$ cat src/rtl/fcr_pkg.sv
package fcr_pkg;
  localparam int unsigned REG_W   = 32;
  localparam int unsigned NUM_CAP = 4;

  // capability vector order: seg base, context tag, extended state, exec guard
  localparam int unsigned CAP_POS [NUM_CAP] = '{16, 17, 18, 20};

  // bits that every configuration may write
  localparam logic [REG_W-1:0] BASE_MASK = 32'h0000_FFFF;

  localparam int unsigned LPG_BIT    = 4;
  localparam int unsigned XADDR_BIT  = 5;
  localparam int unsigned GLB_BIT    = 7;
  localparam int unsigned CTX_BIT    = 17;
  localparam int unsigned XGUARD_BIT = 20;

  localparam logic [REG_W-1:0] FLUSH_MASK =
      (REG_W'(1) << LPG_BIT) | (REG_W'(1) << XADDR_BIT) | (REG_W'(1) << GLB_BIT) |
      (REG_W'(1) << CTX_BIT) | (REG_W'(1) << XGUARD_BIT);

  localparam logic [REG_W-1:0] CAP_ALL_MASK =
      (REG_W'(1) << CAP_POS[0]) | (REG_W'(1) << CAP_POS[1]) |
      (REG_W'(1) << CAP_POS[2]) | (REG_W'(1) << CAP_POS[3]);

  localparam logic [REG_W-1:0] RSVD_MASK = ~(BASE_MASK | CAP_ALL_MASK);
endpackage

$ cat src/rtl/fcr_mask_gen.sv
module fcr_mask_gen #(
  parameter int unsigned W    = fcr_pkg::REG_W,
  parameter int unsigned NCAP = fcr_pkg::NUM_CAP
) (
  input  logic [NCAP-1:0] cap,
  output logic [W-1:0]    wr_mask
);
  logic [W-1:0] cap_bit [NCAP];

  for (genvar g = 0; g < NCAP; g++) begin : g_cap
    assign cap_bit[g] = cap[g] ? (W'(1) << fcr_pkg::CAP_POS[g]) : '0;
  end

  always_comb begin
    wr_mask = fcr_pkg::BASE_MASK;
    for (int i = 0; i < NCAP; i++) wr_mask = wr_mask | cap_bit[i];
  end
endmodule

$ cat src/rtl/fcr_change_detect.sv
module fcr_change_detect #(
  parameter int unsigned W = fcr_pkg::REG_W
) (
  input  logic [W-1:0] cur_val,
  input  logic [W-1:0] new_val,
  input  logic         paging_on,
  input  logic         long_mode,
  output logic         flush_req,
  output logic         reload_req
);
  logic [W-1:0] diff;

  always_comb begin
    diff       = (cur_val ^ new_val) & fcr_pkg::FLUSH_MASK;
    flush_req  = |diff;
    reload_req = flush_req & paging_on & new_val[fcr_pkg::XADDR_BIT] & ~long_mode;
  end
endmodule

$ cat src/rtl/fcr_state.sv
module fcr_state #(
  parameter int unsigned W = fcr_pkg::REG_W
) (
  input  logic         clk,
  input  logic         rst_n,
  input  logic         wr_en,
  input  logic [W-1:0] wr_data,
  input  logic [W-1:0] wr_mask,
  input  logic         flush_req,
  input  logic         reload_req,
  output logic [W-1:0] reg_q,
  output logic         fault_q,
  output logic         flush_q,
  output logic         reload_q
);
  logic         illegal;
  logic         accept;
  logic         reg_en;
  logic [W-1:0] reg_d;
  logic         fault_d, flush_d, reload_d;

  always_comb begin
    illegal  = |(wr_data & ~wr_mask);
    accept   = wr_en & ~illegal;
    reg_en   = accept;
    reg_d    = wr_data;
    fault_d  = wr_en & illegal;
    flush_d  = accept & flush_req;
    reload_d = accept & reload_req;
  end

  always_ff @(posedge clk or negedge rst_n) begin
    if (!rst_n) begin
      reg_q <= '0;
    end else if (reg_en) begin
      reg_q <= reg_d;
    end
  end

  always_ff @(posedge clk or negedge rst_n) begin
    if (!rst_n) begin
      fault_q  <= 1'b0;
      flush_q  <= 1'b0;
      reload_q <= 1'b0;
    end else begin
      fault_q  <= fault_d;
      flush_q  <= flush_d;
      reload_q <= reload_d;
    end
  end
endmodule

$ cat src/rtl/fcr_write_guard.sv
module fcr_write_guard
  import fcr_pkg::*;
(
  input  logic             clk,
  input  logic             rst_n,
  input  logic             wr_en,
  input  logic [REG_W-1:0] wr_data,
  input  logic             cap_seg_base,
  input  logic             cap_ctx_tag,
  input  logic             cap_xstate,
  input  logic             cap_exec_guard,
  input  logic             paging_on,
  input  logic             long_mode,
  output logic [REG_W-1:0] reg_q,
  output logic             wr_fault,
  output logic             xlat_flush,
  output logic             ptr_reload
);
  logic [NUM_CAP-1:0] cap_vec;
  logic [REG_W-1:0]   wr_mask;
  logic               flush_req, reload_req;

  assign cap_vec = {cap_exec_guard, cap_xstate, cap_ctx_tag, cap_seg_base};

  fcr_mask_gen #(.W(REG_W), .NCAP(NUM_CAP)) mask_i (
    .cap     (cap_vec),
    .wr_mask (wr_mask)
  );

  fcr_change_detect #(.W(REG_W)) chg_i (
    .cur_val    (reg_q),
    .new_val    (wr_data),
    .paging_on  (paging_on),
    .long_mode  (long_mode),
    .flush_req  (flush_req),
    .reload_req (reload_req)
  );

  fcr_state #(.W(REG_W)) st_i (
    .clk        (clk),
    .rst_n      (rst_n),
    .wr_en      (wr_en),
    .wr_data    (wr_data),
    .wr_mask    (wr_mask),
    .flush_req  (flush_req),
    .reload_req (reload_req),
    .reg_q      (reg_q),
    .fault_q    (wr_fault),
    .flush_q    (xlat_flush),
    .reload_q   (ptr_reload)
  );
endmodule

$ cat config.mk
export PLATFORM = sky130hd
export DESIGN_NAME = fcr_write_guard
export DESIGN_NICKNAME = d
export VERILOG_FILES = /design/src/rtl/fcr_pkg.sv /design/src/rtl/fcr_mask_gen.sv /design/src/rtl/fcr_change_detect.sv /design/src/rtl/fcr_state.sv /design/src/rtl/fcr_write_guard.sv
export SDC_FILE = /design/constraint.sdc
export NUM_CORES = 1
export LEC_CHECK = 0
export ABC_CLOCK_PERIOD_IN_PS = 1500
export BUFFER_PORTS_ARGS = -buffer_cell sky130_fd_sc_hd__buf_2
export CORE_MARGIN = 4
export CORE_UTILIZATION = 35
export DETAILED_ROUTE_END_ITERATION = 7
export PLACE_DENSITY = 0.72
export REMOVE_ABC_BUFFERS = 1
export SLEW_MARGIN = 25
export SYNTH_ARGS = -nofsm -noshare
export SYNTH_HDL_FRONTEND = slang
export SYNTH_SLANG_ARGS = --single-unit
$ cat constraint.sdc
create_clock -name clk -period 1.5 [get_ports clk]
set_input_delay 0.3 -clock clk [delete_from_list [all_inputs] [get_ports clk]]
set_output_delay 0.3 -clock clk [all_outputs]
set_load 0.05 [all_outputs]
# --- Word level (Yosys, flattened, before mapping) ---
# Index checks and enable logic that the tools add are counted.
classes:
  mux: 4
  bitwise_logic: 15
  n_reduce_logical: 2
op_table:
  columns: ["operator", "count"]
  rows:
  - ["32-bit OR", 3]
  - ["32-bit bitwise AND", 1]
  - ["32-bit inverter", 1]
  - ["32-bit OR reduction", 1]
  - ["21-bit 2-to-1 mux", 1]
  - ["21-bit bitwise XOR", 1]
  - ["19-bit 2-to-1 mux", 1]
  - ["18-bit 2-to-1 mux", 1]
  - ["17-bit 2-to-1 mux", 1]
  - ["1-bit bitwise AND", 7]
  - ["5-bit OR reduction", 1]
  - ["1-bit inverter", 2]
totals:
  register_bits: 35
  inputBits: 41
  output_inout_bits: 35
  elab_cells: 25

# --- Longest topological paths before layout ---
logic_depth:
  depth_word: 10
  mapped_depth: 5
  depth_no_buf: 4

# --- Hierarchy ---
# A second synthesis with hierarchy kept.
hier_totals:
  cells_unflattened: 166
  hier_area_um2: 1870.5
by_module_without_submodules:
  columns: ["mod", "n_inst", "cells_each", "area_each_um2", "seq_area_each_um2"]
  rows:
  - ["fcr_state", 1, 123, 1551.5, 875.8]
  - ["fcr_mask_gen", 1, 34, 247.7, 0.0]
  - ["fcr_change_detect", 1, 9, 71.3, 0.0]

# --- Worst setup path after synthesis ---
# No wires, ideal clock.
synth_timing:
  kind: "input to register"
  startpoint: "input wr_data[29]"
  endpoint: "register st_i.reg_q[0]"
  setup_time_ps: 127
  arrival_time_ps: 1542
  required_time_ps: 1373
  path_slack_ps: -170
  path_stages: 5
  path_buffers: 1
  cell_sequence: "nor4_1 -> o2111ai_1 -> nor3_4 -> buf_6 -> mux2_1"
synth_via:
  elab_chain_len: 4
synth_rtl:
  columns: ["element", "line", "source"]
  rows:
  - ["from (decl)", "fcr_write_guard.sv:7", "input logic [REG_W-1:0] wr_data,"]
  - ["32-bit bitwise AND", "fcr_state.sv:23", "illegal = |(wr_data & ~wr_mask);"]
  - ["32-bit OR reduction", "fcr_state.sv:23", null]
  - ["1-bit inverter", "fcr_state.sv:24", "accept = wr_en & ~illegal;"]
  - ["1-bit bitwise AND", "fcr_state.sv:24", null]
  - ["to (signal assigned)", "fcr_state.sv:36", "reg_q <= reg_d;"]
  - ["to (decl)", "fcr_state.sv:11", "output logic [W-1:0] reg_q,"]
# Every way passes these cells.
# A chain may end at the register's enable or synchronous reset.

# --- Final worst setup path ---
layout_timing:
  startpoint: "input wr_data[25]"
  endpoint: "register st_i.reg_q[6]"
# The elaborated chain is that of the path after synthesis.

==> reports/qor.csv <==
metric,value,unit
RePlAce Congestion,0.739,
Worst VDD drop,0.530,mV
Fin Setup TNS,-0.0514,ns
"Req. time, crit path",1.65,ns
CP arrival,1.67,ns
status,"finished, violations left",
CTS tree,yes,
drt pass-1 iters,4,
via count,1033,
port bufs,75,
Core ar.,3740,um^2
crit-path max FO,25,
number of H-tree levels,2,
Final Skew,0.000380,ns
first-pass GRT wire length,5.02,mm
# rows,22,
"Hold Vio Cnt, Final",0,
CTS Buf Count,5,
final net count,223,
ys async rst share,100,%
hpwl dp,2.36,mm
most common cell in the netlist,dfrtp_1,
antenna violations before repair,0,
Avg Vias per Cell,4.47,
Leak,0.00118,uW
mapped cell area,1380,um^2
WL per Instance,13.2,um
Place WS,-0.339,ns
grt ovf,0,
final wirelength,3.05,mm
met1 Usage GRT,13.4,%
ant diodes,0,
min cycle time layout,1.52,ns
Die ar.,5000,um^2
area post-placement,1860,um^2
Mapped Avg Cell Area,14.8,um^2
synthesized flop and latch total,35,
"Distinct cells, synth",18,
final critical-path setup slack,-0.0159,ns
CTS max path bufs,2,
"Primary FF master, synth",dfrtp_1,
final instance area,2000,um^2
GRT Util Overall,12.9,%
cell taking the most area after synthesis,dfrtp_1,
Residual DRC,0,
unrepaired setup endpoints after global routing,yes,
Final Setup Violations,9,
CTS root buffer,clkbuf_8,
layout cells sized above 1,55.7,%
clk slew on worst S/H paths,0.07,ns
Max-Cap Viols,0,
Chip Height,70.7,um
failing checks,negative setup slack,
routing usage on met2,23.6,%
Startpoint Class,input port,
Crit. End Element,register,
largest net degree at the start of global routing,26,
Clock Sink Count,35,
synth top area cells,"dfrtp_1 (64%), mux2_1 (13%), nor2b_1 (5.9%)",
Die X-Extent,70.7,um
vias in the first global route,1111,
Final Power,1680,uW
hold crit path type,in -> reg,
# fillers,331,
highest clock rate,0.660,GHz
Syn. warnings,0,
initial DRC count,27,
GRT busiest layer,met2,
post-synthesis sequential area ratio,63.6,%
synthesis-to-layout area growth,45.0,%
initial core utilization,36.8,%
period utilisation layout,101,%
Worst slew margin,67.5,%
met3 Track Usage GR,3.13,%
Synth Instances,93,
Detail Route Antenna Nets,0,
Final Max Tran Viols,0,
number of synthesized flops with an enable pin,0,
critical path class,in -> reg,
I/O pins,76,
worst skew pair latency,0.28,ns
Worst Max-Slew Pin Slew,0.488,ns
Yosys top cell area share,63.6,%
most frequent cells after synthesis,"dfrtp_1 (35), mux2_1 (16), nor2b_1 (13)",
pwr dens,844,nW/um^2
layout by cell type (no fill, tap or decap):
cell type and n:
buf_2 75, dfrtp_1 35, mux2_1 15, nor2b_1 13, buf_4 8, clkbuf_8 5
inv_1 4, mux2_2 4, xor2_1 3, nor4_4 2, nor2_1 2, xnor2_1 2
nand2_1 2, clkbuf_1 2, o221ai_2 1, nand2b_1 1, nor4_2 1, o2111ai_2 1
nor4_1 1, nor3_4 1, nor4b_2 1, mux2_4 1, clkinv_2 1, dlygate4sd3_1 1
buf_12 1
metrics by stage:
step | hold slack, ns | instances | util [%]
5_1_grt | 0.180 | 231 | 53.3
4_1_cts | 0.172 | 231 | 52.8
2_1_floorplan | 0.00441 | 90 | -
6_report | 0.181 | 231 | 53.3
3_5_place_dp | 0.295 | 221 | 49.6
3_3_place_gp | 0.280 | 221 | 49.6
path summary, 6_finish.rpt:
| path | from | endpoint | slack (ns) | cells past startpoint |
|---|---|---|---|---|
| min in group asynchronous | rst_n | st_i.reg_q[7]$_DFFE_PN0P_ | 0.51 | 2 |
| max | wr_data[25] | st_i.reg_q[6]$_DFFE_PN0P_ | -0.02 | 6 |
| min | long_mode | st_i.reload_q$_DFF_PN0_ | 0.18 | 2 |
| max in group asynchronous | rst_n | st_i.reg_q[10]$_DFFE_PN0P_ | 0.44 | 3 |
| min reg2reg | st_i.reg_q[15]$_DFFE_PN0P_ | st_i.reg_q[15]$_DFFE_PN0P_ | 0.49 | 1 |
| max reg2reg | st_i.reg_q[17]$_DFFE_PN0P_ | st_i.reload_q$_DFF_PN0_ | 0.22 | 4 |
flip-flops by register name, indices dropped and copies added (netlist names):
| name | count |
|---|---|
| st_i.reg_q | 32 |
| st_i.reload_q | 1 |
| st_i.fault_q | 1 |
| st_i.flush_q | 1 |
metal layers:
metal	part of all wire, %	up-vias
met2	56	43
li1	-	489
met3	6.9	5
met1	36	496
met5	0	-
met4	1.9	0
area by class of cell:
type,instances,area [um^2],share of cell area [%]
tap,48,60.1,3.01
clock inverter,1,5.00,0.251
clock buffer,7,76.3,3.82
sequential,35,876,43.9
inverter,4,15.0,0.752
timing repair buffer,85,465,23.3
multi-input combinational,51,498,25.0
critical path, cell delays in order:
cell	delay, ns
buf_2	0.10
nor4_2	0.32
o2111ai_2	0.20
nor3_4	0.19
buf_12	0.21
mux2_1	0.35
report_power, final:
part	switching, uW	total, uW	internal, uW
sequential	0.706	947	946
clock	292	617	325
combinational	64.0	120	55.8
what timing repair did:
action | CTS | global route
buffers inserted | 1 | 0
gates cloned | 0 | 0
hold buffers | 1 | 0
pin swaps | 1 | 0
resized for setup | 3 | 3
endpoints found under the hold margin | 17 | 0
endpoints found under the setup margin | 20 | 20
kinds of logic (layout without fill, tap and decap cells):
logic type	after synthesis	after routing	share of synthesized area (%)
compound gates	2	2	1.73
xor+xnor	5	5	3.18
flops	35	35	63.6
simple gates	24	24	12.0
mux	20	20	16.4
buf+inv	7	97	3.09
Power figures use the tool's default switching activity.
